<file path="src/rtl/cam_pkg.sv">
package cam_pkg;
  // isolate the lowest set bit of a vector of up to 64 bits
  function automatic logic [63:0] isolate_low(input logic [63:0] v);
    return v & (~v + 64'd1);
  endfunction
endpackage

</file>
<file path="src/rtl/cam_array.sv">
module cam_array #(
  parameter int WORDS = 8,
  parameter int WIDTH = 16,
  localparam int IDXW = $clog2(WORDS)
) (
  input  logic             clk,
  input  logic             rst_n,
  input  logic             clear_all,
  input  logic             wr_en,
  input  logic [WORDS-1:0] wr_onehot,
  input  logic [WIDTH-1:0] key,
  input  logic [WIDTH-1:0] mask,
  input  logic [IDXW-1:0]  rd_idx,
  output logic [WORDS-1:0] valid,
  output logic [WORDS-1:0] hits,
  output logic [WIDTH-1:0] rd_word
);
  logic [WIDTH-1:0] data_q [WORDS];
  logic [WORDS-1:0] valid_q;

  always_ff @(posedge clk) begin
    if (!rst_n) valid_q <= '0;
    else if (clear_all) valid_q <= '0;
    else if (wr_en) valid_q <= valid_q | wr_onehot;
  end

  for (genvar g = 0; g < WORDS; g++) begin : g_slot
    always_ff @(posedge clk) begin
      if (wr_en && !clear_all && wr_onehot[g]) data_q[g] <= key;
    end
    assign hits[g] = valid_q[g] && (((data_q[g] ^ key) & mask) == '0);
  end

  assign valid   = valid_q;
  assign rd_word = data_q[rd_idx];

  p_clear_r10: assert property (@(posedge clk) disable iff (!rst_n)
    clear_all |=> (valid == '0));
endmodule

</file>
<file path="src/rtl/cam_alloc.sv">
module cam_alloc #(
  parameter int WORDS = 8,
  localparam int IDXW = $clog2(WORDS)
) (
  input  logic             clk,
  input  logic             rst_n,
  input  logic             clear_all,
  input  logic             wr_en,
  input  logic [WORDS-1:0] valid,
  output logic [WORDS-1:0] wr_onehot,
  output logic             full
);
  logic [IDXW-1:0]  ptr_q;
  logic [WORDS-1:0] free_pick;

  assign full      = &valid;
  assign free_pick = WORDS'(cam_pkg::isolate_low(64'(~valid)));
  assign wr_onehot = full ? (WORDS'(1) << ptr_q) : free_pick;

  always_ff @(posedge clk) begin
    if (!rst_n || clear_all) ptr_q <= '0;
    else if (wr_en && full) begin
      if (ptr_q == IDXW'(WORDS-1)) ptr_q <= '0;
      else ptr_q <= ptr_q + 1'b1;
    end
  end

  // a write into a non-full array never targets a valid slot
  p_free_first_r8: assert property (@(posedge clk) disable iff (!rst_n)
    (wr_en && !full) |-> ((wr_onehot & valid) == '0));
  // exactly one slot is written
  p_one_target_r9: assert property (@(posedge clk) disable iff (!rst_n)
    wr_en |-> $onehot(wr_onehot));
endmodule

</file>
<file path="src/rtl/cam_readout.sv">
module cam_readout #(
  parameter int WORDS = 8,
  localparam int IDXW = $clog2(WORDS)
) (
  input  logic             clk,
  input  logic             rst_n,
  input  logic             clear_all,
  input  logic             search,
  input  logic [WORDS-1:0] hits,
  input  logic             pop,
  input  logic             wr_en,
  input  logic [WORDS-1:0] wr_onehot,
  output logic [WORDS-1:0] match_q,
  output logic             any_hit_q,
  output logic             nonempty,
  output logic [IDXW-1:0]  pick_idx
);
  logic [WORDS-1:0] pick, match_d;

  assign pick     = WORDS'(cam_pkg::isolate_low(64'(match_q)));
  assign nonempty = |match_q;

  always_comb begin
    pick_idx = '0;
    for (int i = 0; i < WORDS; i++) if (pick[i]) pick_idx = IDXW'(i);
  end

  always_comb begin
    match_d = match_q;
    if (search) match_d = hits;
    else if (pop) match_d = match_q & ~pick;
    if (wr_en) match_d = match_d & ~wr_onehot;
    if (clear_all) match_d = '0;
  end

  always_ff @(posedge clk) begin
    if (!rst_n) begin
      match_q   <= '0;
      any_hit_q <= 1'b0;
    end else begin
      match_q <= match_d;
      if (clear_all) any_hit_q <= 1'b0;
      else if (search) any_hit_q <= |hits;
    end
  end

  // a plain search loads the compare result, discarding old state
  p_search_load_r7: assert property (@(posedge clk) disable iff (!rst_n)
    (search && !wr_en && !clear_all) |=> (match_q == $past(hits)));
endmodule

</file>
<file path="src/rtl/masked_cam.sv">
module masked_cam #(
  parameter int WORDS = 8,
  parameter int WIDTH = 16,
  localparam int IDXW = $clog2(WORDS)
) (
  input  logic             clk,
  input  logic             rst_n,
  input  logic             key_load,
  input  logic [WIDTH-1:0] key_in,
  input  logic             mask_load,
  input  logic [WIDTH-1:0] mask_in,
  input  logic             search_go,
  input  logic             write_go,
  input  logic             clear_all,
  output logic [WORDS-1:0] match_vec,
  output logic             any_hit,
  output logic             none_left,
  output logic             out_valid,
  input  logic             out_ready,
  output logic [WIDTH-1:0] out_word,
  output logic [IDXW-1:0]  out_idx
);
  logic [WIDTH-1:0] key_q, mask_q;
  logic [WORDS-1:0] valid, hits, wr_onehot;
  logic             full, nonempty, pop, wr_en;

  always_ff @(posedge clk) begin
    if (!rst_n) begin
      key_q  <= '0;
      mask_q <= '0;
    end else begin
      if (key_load)  key_q  <= key_in;
      if (mask_load) mask_q <= mask_in;
    end
  end

  assign wr_en = write_go && !clear_all;
  assign pop   = nonempty && out_ready;

  cam_array #(.WORDS(WORDS), .WIDTH(WIDTH)) u_array (
    .clk(clk), .rst_n(rst_n), .clear_all(clear_all), .wr_en(wr_en),
    .wr_onehot(wr_onehot), .key(key_q), .mask(mask_q), .rd_idx(out_idx),
    .valid(valid), .hits(hits), .rd_word(out_word));

  cam_alloc #(.WORDS(WORDS)) u_alloc (
    .clk(clk), .rst_n(rst_n), .clear_all(clear_all), .wr_en(wr_en),
    .valid(valid), .wr_onehot(wr_onehot), .full(full));

  cam_readout #(.WORDS(WORDS)) u_read (
    .clk(clk), .rst_n(rst_n), .clear_all(clear_all), .search(search_go),
    .hits(hits), .pop(pop), .wr_en(wr_en), .wr_onehot(wr_onehot),
    .match_q(match_vec), .any_hit_q(any_hit), .nonempty(nonempty),
    .pick_idx(out_idx));

  assign out_valid = nonempty;
  assign none_left = !nonempty;

  // the match register never names an invalid word
  p_match_valid_r4: assert property (@(posedge clk) disable iff (!rst_n)
    ((match_vec & ~valid) == '0));
  // after a plain search the hit flag agrees with the stream
  p_hit_flag_r3: assert property (@(posedge clk) disable iff (!rst_n)
    (search_go && !write_go && !clear_all) |=> (any_hit == out_valid));
  // one handshake removes exactly one match
  p_pop_one_r5: assert property (@(posedge clk) disable iff (!rst_n)
    (pop && !search_go && !write_go && !clear_all) |=>
      ($countones(match_vec) == $past($countones(match_vec)) - 1));
  // back-pressure holds the offered word
  p_hold_r5: assert property (@(posedge clk) disable iff (!rst_n)
    (out_valid && !out_ready && !search_go && !write_go && !clear_all) |=>
      ($stable(out_idx) && $stable(out_word)));
  // a full array stays full across a write
  p_full_stays_r9: assert property (@(posedge clk) disable iff (!rst_n)
    (full && wr_en) |=> full);
endmodule

</file>
<file path="config.mk">
export PLATFORM = sky130hd
export DESIGN_NAME = masked_cam
export DESIGN_NICKNAME = d
export VERILOG_FILES = /design/src/rtl/cam_pkg.sv /design/src/rtl/cam_array.sv /design/src/rtl/cam_alloc.sv /design/src/rtl/cam_readout.sv /design/src/rtl/masked_cam.sv
export SDC_FILE = /design/constraint.sdc
export NUM_CORES = 1
export LEC_CHECK = 0
export ABC_AREA = 0
export CORE_ASPECT_RATIO = 0.9
export CORE_MARGIN = 3
export CORE_UTILIZATION = 30
export DETAILED_ROUTE_END_ITERATION = 8
export PLACE_DENSITY_LB_ADDON = 0.2
export SYNTH_ARGS = -nofsm -noshare
export SYNTH_HDL_FRONTEND = slang
export SYNTH_SLANG_ARGS = --single-unit
</file>
<file path="constraint.sdc">
create_clock -name clk -period 2.4 [get_ports clk]
set_input_delay 0.48 -clock clk [delete_from_list [all_inputs] [get_ports clk]]
set_output_delay 0.48 -clock clk [all_outputs]
set_load 0.01 [all_outputs]
</file>
[Word-level counts from Yosys, hierarchy flattened]
Memory sizes are Yosys's and may differ from the RTL's.
Cells that the tools add are included.
Word-level totals
  flip-flop bits (word level): 52
  memory bits (writable): 128
  input port bits: 40
  output and inout bits: 30
  logic and storage cells: 103
  memories kept: 1
Memories
  u_array.data_q: words 8, width 16, read ports 9, clocked after Yosys merged registers in 0, wr ports 8, line cam_array.sv:18  | logic [WIDTH-1:0] data_q [WORDS];
Cells by class
  $add $sub $neg: 3
  equality and inequality tests: 1
  shift operators: 1
  muxes and demuxes: 28
  bitwise gates (word level): 27
  reduce and logical (&&, ||, !) cells: 36
Operators with widths (count)
  16-bit bitwise AND: 8
  16-bit logical NOT: 8
  16-bit bitwise XOR: 8
  8-bit inverter: 5
  8-bit bitwise AND: 4
  8-bit 2-to-1 mux: 4
  1-bit logical AND: 20
  1-bit 2-to-1 mux: 17
  8-bit by 1-bit adder with 8-bit output (second input constant): 2
  8-bit OR reduction: 2
  3-bit 2-to-1 mux: 5
  8-bit bitwise OR: 1
  8-bit AND reduction: 1
  1-bit by 3-bit << shifter with 8-bit output (first input constant): 1
  2-bit 2-to-1 mux: 2
  3-bit by 1-bit adder with 3-bit output (second input constant): 1
  3-bit == test (second input constant): 1
  1-bit logical NOT: 3
  2-bit OR reduction: 1
  1-bit logical OR: 1
  1-bit inverter: 1

[Logic depth before layout (Yosys ltp)]
Gate-level depths: netlist of the first run.
An unclocked memory read counts as a cell.
  depth in word-level cells: 11
  depth in mapped cells: 10
  gate-level depth less buffers: 8

[Cells and area by module]
From an unflattened synthesis of the first run, not the netlist that was laid out.
Unflattened totals
  cell total of the unflattened synthesis: 691
  area total of the unflattened synthesis: 9281.4 um^2
Modules (own cells, without submodules)
  cam_array: times used 1, cells an instance 472, area each 7118.1 um^2, seq. area each 4003.8 um^2
  masked_cam: times used 1, cells an instance 106, area each 1251.2 um^2, seq. area each 640.6 um^2
  cam_readout: times used 1, cells an instance 61, area each 536.8 um^2, seq. area each 180.2 um^2
  cam_alloc: times used 1, cells an instance 52, area each 375.4 um^2, seq. area each 60.1 um^2

[Worst setup path after synthesis of the first run]
No wires, ideal clock.
  kind: reg-to-reg
  from: reg u_array.valid_q[0] (netlist: u_array.valid[0])
  to: mem u_array.data_q[7][0], enable pin
  library setup time: 0.412 ns
  arrival time: 2.093 ns
  data required time: 1.988 ns
  setup slack: -0.104 ns
  cell stages (with the launch flop): 5
  path buffers: 0
  clock period less this slack: 2.504 ns
  cell sequence: dfxtp_1 > and3_1 > and3_1 > nand3_1 > nor3_1
RTL lines
  from (decl): line cam_array.sv:19  | logic [WORDS-1:0] valid_q;
  from (signal assigned): line cam_array.sv:24  | else if (wr_en) valid_q <= valid_q | wr_onehot;
  to (decl): line cam_array.sv:18

[Worst setup path after layout of the first run]
  from: reg u_read.match_q[5]
  to: out out_word[5]
Between the ends
  word-level cells in the longest chain between the ends: 7
Ends and longest elaborated chain
  from (decl): line cam_readout.sv:13  | output logic [WORDS-1:0] match_q,
  from (signal assigned): line cam_readout.sv:41  | match_q <= match_d;
  8-bit inverter: line cam_pkg.sv:4  | return v & (~v + 64'd1);
  8-bit by 1-bit adder with 8-bit output: line cam_pkg.sv:4
  8-bit bitwise AND *: line cam_pkg.sv:4
  3-bit 2-to-1 mux (2 in series): line cam_readout.sv:25  | for (int i = 0; i < WORDS; i++) if (pick[i]) pick_idx = IDXW'(i);
  3-bit 2-to-1 mux *: line cam_readout.sv:25
  memory 8 x 16 bit *
  to (decl): line masked_cam.sv:20  | output logic [WIDTH-1:0] out_word,
Mark *: on every way between the ends. The rest lies on a longest branch, timed or not.

==> Flow_metrics.wiki, run 1 <==
{| class="wikitable"
! Metric !! Value
|-
| Run status || finished with violations
|-
| Failing checks || negative setup slack
|-
| Total count of hold-check failures in the final report || 0
|-
| Max Root-Sink Buffers || 2
|-
| Final sum of negative setup slack || -2.940 ns
|-
| Pin count of the biggest net entering global routing || 33
|-
| Cell count of the worst hold path || 2
|-
| Final wirelength || around 32,000 um
|-
| Number of clock sinks || between 150 and 200
|-
| Critical path peak fanout || 5
|-
| Wire length of the first global-routing pass || roughly 47,000 um
|-
| Worst flop-to-flop path endpoint || u_read.any_hit_q
|-
| Maximum ir drop on the vdd rail || a little under 0.0004 V
|-
| Skew final || 0.009778 ns
|-
| Initial cell density of the core || 30.70%
|-
| Count of cell types in the netlist || between 40 and 50
|-
| Per-cell via count in the routed design || just over 5
|-
| Category of the worst setup path capture point || output pin
|-
| Min-Delay Endpoint || mask_q[10]
|-
| Reg clk slew, reported paths || ~0.07 ns
|-
| Syn. warnings || 0
|-
| Final cell utilization of the core || 41.04%
|-
| Top post-synthesis cells by area || edfxtp_1, xor2_1, dfxtp_1, nand2_1, nand3_1
|-
| Antenna violations before repair || 0
|-
| Areal power density over the cells || just under 600 mW/mm^2
|-
| CP required || between 1.5 and 2 ns
|-
| Placeable core region || ~0.03 sq mm
|-
| Post-DRT Antenna Nets || 0
|-
| Mapped Cells || 888
|-
| Final cell area excluding filler cells || around 0.012 sq mm
|-
| Number of top-level pins || 70
|-
| Hold buffer count at cts || 0
|-
| Hold Startpoint || mask_q[10]
|-
| Minimum clock period || approximately 2.6 ns
|-
| Initial DRC count || 708
|-
| Worst hold path class || flip-flop to flip-flop
|-
| Synthesized area || 0.009243 sq mm
|-
| Drt pass-1 iters || 5
|-
| Main flop type after synthesis || edfxtp_1
|-
| Total Routing Usage GR || 19.24%
|-
| Yosys top cell area share || 41.59%
|-
| Rows || 60
|-
| Total power after layout || approximately 7.2 mW
|-
| Crit Reg-Reg Startpoint || key_q[14]
|-
| Final HPWL DP || roughly 21,000 um
|-
| Setup slack of the most critical reg-to-reg path || 0.18 ns
|-
| Nets in the synthesized netlist || roughly 930
|-
| Synthesized area divided by synthesized cell count || between 10 and 15 sq um
|-
| Cell taking the most area after synthesis || edfxtp_1
|-
| Number of enable flip-flop cells after synthesis || 128
|-
| Number of diodes || 0
|-
| Worst Reg-to-Reg Cells || 8
|-
| Final setup margin || -0.2259 ns
|-
| Die boundary height || 172.5 um
|-
| Nature of the critical path startpoint || flip-flop
|-
| Port bufs || 69
|-
| CTS tree || built
|-
| Fraction of layout instances using a drive strength above 1 || between 20% and 30%
|-
| Top-count cell post-synth || nand2_1
|-
| Max Clk Rate || 380.8 MHz
|-
| Clk Latency, worst-skew pair || between 0.4 and 0.5 ns
|-
| Proportion of synthesized flip-flops having asynchronous set or reset || 0%
|-
| Clock root cell || clkbuf_16
|-
| Number of nets in the final layout || around 1,100
|-
| Setup repair after global routing missed its margin || true
|-
| Via count || about 7,300
|-
| Data arrival time of the critical path || roughly 2.2 ns
|-
| Number of maximum-capacitance constraint violations || 0
|-
| Rel. slew slack || 55.07%
|-
| Number of buffers created by CTS || 17
|-
| Routed len/inst || 22.08 um
|-
| Final Cycle Share || 109.4%
|-
| Max-slew violation count || 0
|-
| Floorplan die area || 0.03295 sq mm
|-
| Total DRC errors in the routed layout || 0
|-
| Leakage || approximately 5.0 nW
|-
| Category of the most critical setup path || flip-flop to output pin
|-
| Finish-stage setup viols || 17
|-
| Width of the die || approximately 190 um
|-
| Total of flip-flops plus latches after synthesis || 180
|-
| Post-detailed-placement cell area || ~0.011 sq mm
|-
| Tightest Pin Transition || slightly below 0.7 ns
|-
| H-tree levels || 4
|-
| Grt total ovfl || 0
|-
| List of most frequent post-synthesis cells || nand2_1, edfxtp_1, xor2_1
|-
| Syn-to-layout area delta || 33.67%
|-
| Vias in the first global route || approximately 7,000
|-
| Register area share after synthesis || ~53%
|-
| Final RePlAce weighted congestion || 0.8640
|}
per-stage QoR:
step | std cells | hold slack, ns | worst slack (ns)
floorplan | 888 | 0.4788 | 0.06067
global placement | 1393 | 0.5262 | -0.3887
detailed placement | 1393 | 0.5343 | -0.3575
CTS | 1439 | 0.5451 | -0.2540
global route | 1449 | 0.5691 | -0.3359
finish | 1449 | 0.5541 | -0.2259
cell type report:
cell class	count	area (sq um)
fillers	2861	17750
clock inverters	15	166.4
multi-input cells	626	4287
repair buffers	191	1989
well taps	403	504.2
clock buffers	17	425.4
flip-flops and latches	180	4901
inverters	17	81.33
flip-flops by register name, summed over array words and instances, names as in the netlist:
register	flops
key_q	16
u_read.any_hit_q	1
mask_q	16
u_array.valid	8
u_array.data_q	128
u_alloc.ptr_q	3
u_read.match_q	8
power by group:
group | switching [mW] | internal (mW)
clock network | 1.32 | 1.57
logic | 0.458 | 0.388
registers | 0.0824 | 3.37
worst max-delay path by stage:
stage / end / start / depth (start not counted)
3_5_place_dp: out_word[8] / u_read.match_q[3] / 11
3_3_place_gp: out_word[8] / u_read.match_q[4] / 10
5_1_grt: out_word[11] / u_read.match_q[5] / 11
2_1_floorplan: u_array.data_q[2][0] / u_array.valid[0] / 6
6_report: out_word[5] / u_read.match_q[5] / 11
4_1_cts: out_word[5] / u_read.match_q[2] / 11
worst max-delay path, cell delays in order, from the launching register on:
cell and delay [ns]:
dfxtp_4 0.37, inv_2 0.05, o21ai_2 0.06, a21oi_4 0.17, a2bb2oi_4 0.25, inv_4 0.08, buf_12 0.15, buf_16 0.14
nand3_2 0.06, nand2_2 0.05, o21ai_2 0.15, buf_2 0.16
routing by layer:
layer / part of all wire [%] / up-vias / global-route usage (%)
li1: - / 3414 / -
met1: 46 / 3628 / 27.24
met5: 0 / - / 0
met2: 45 / 256 / 28.97
met4: 2.2 / 0 / 5.625
met3: 7.5 / 42 / 5.054
timing repair:
action                     CTS  global route
setup endpoints to repair   19            20
gates resized for setup    142            50
setup buffers               11            10
cloned                       4             3
pin swaps                   21            33
placed cells by master, fill, tap and decap left out, drive strengths merged, types with 4 or more instances in the layout:
| cell | netlist | layout |
|---|---|---|
| a21oi | 20 | 20 |
| a22oi | 44 | 44 |
| nor3 | 14 | 14 |
| a222oi | 5 | 5 |
| clkdlybuf4s50 | 0 | 49 |
| o21ai | 22 | 22 |
| ha | 6 | 6 |
| nand4 | 15 | 15 |
| xor2 | 128 | 128 |
| nor2 | 28 | 28 |
| edfxtp | 128 | 128 |
| nand2 | 157 | 157 |
| clkbuf | 29 | 21 |
| dfxtp | 52 | 52 |
| mux2i | 32 | 32 |
| clkinv | 0 | 4 |
| inv | 17 | 24 |
| nor2b | 36 | 36 |
| a22o | 5 | 5 |
| nand3 | 85 | 85 |
| buf | 36 | 136 |
cells by family (layout without fill, tap and decap cells):
group                      Yosys count  after routing  synth area share [%]
AOI/OAI and AO/OA                  114            114                 8.704
buffers and inverters               82            240                 4.697
adders and majority gates            6              6                0.8122
and+or+nand+nor                    346            346                 17.26
xor gates and xnor gates           128            128                 12.21
DFF                                180            180                 52.85
muxes                               32             32                 3.466
Power figures use the tool's default switching activity.
==> inputs of run 2 (changes only) <==
- GPL_ROUTABILITY_DRIVEN: not set -> 1
==> results of run 2 <==
The final DEF is identical to that of run 1; final timing and power are the same.
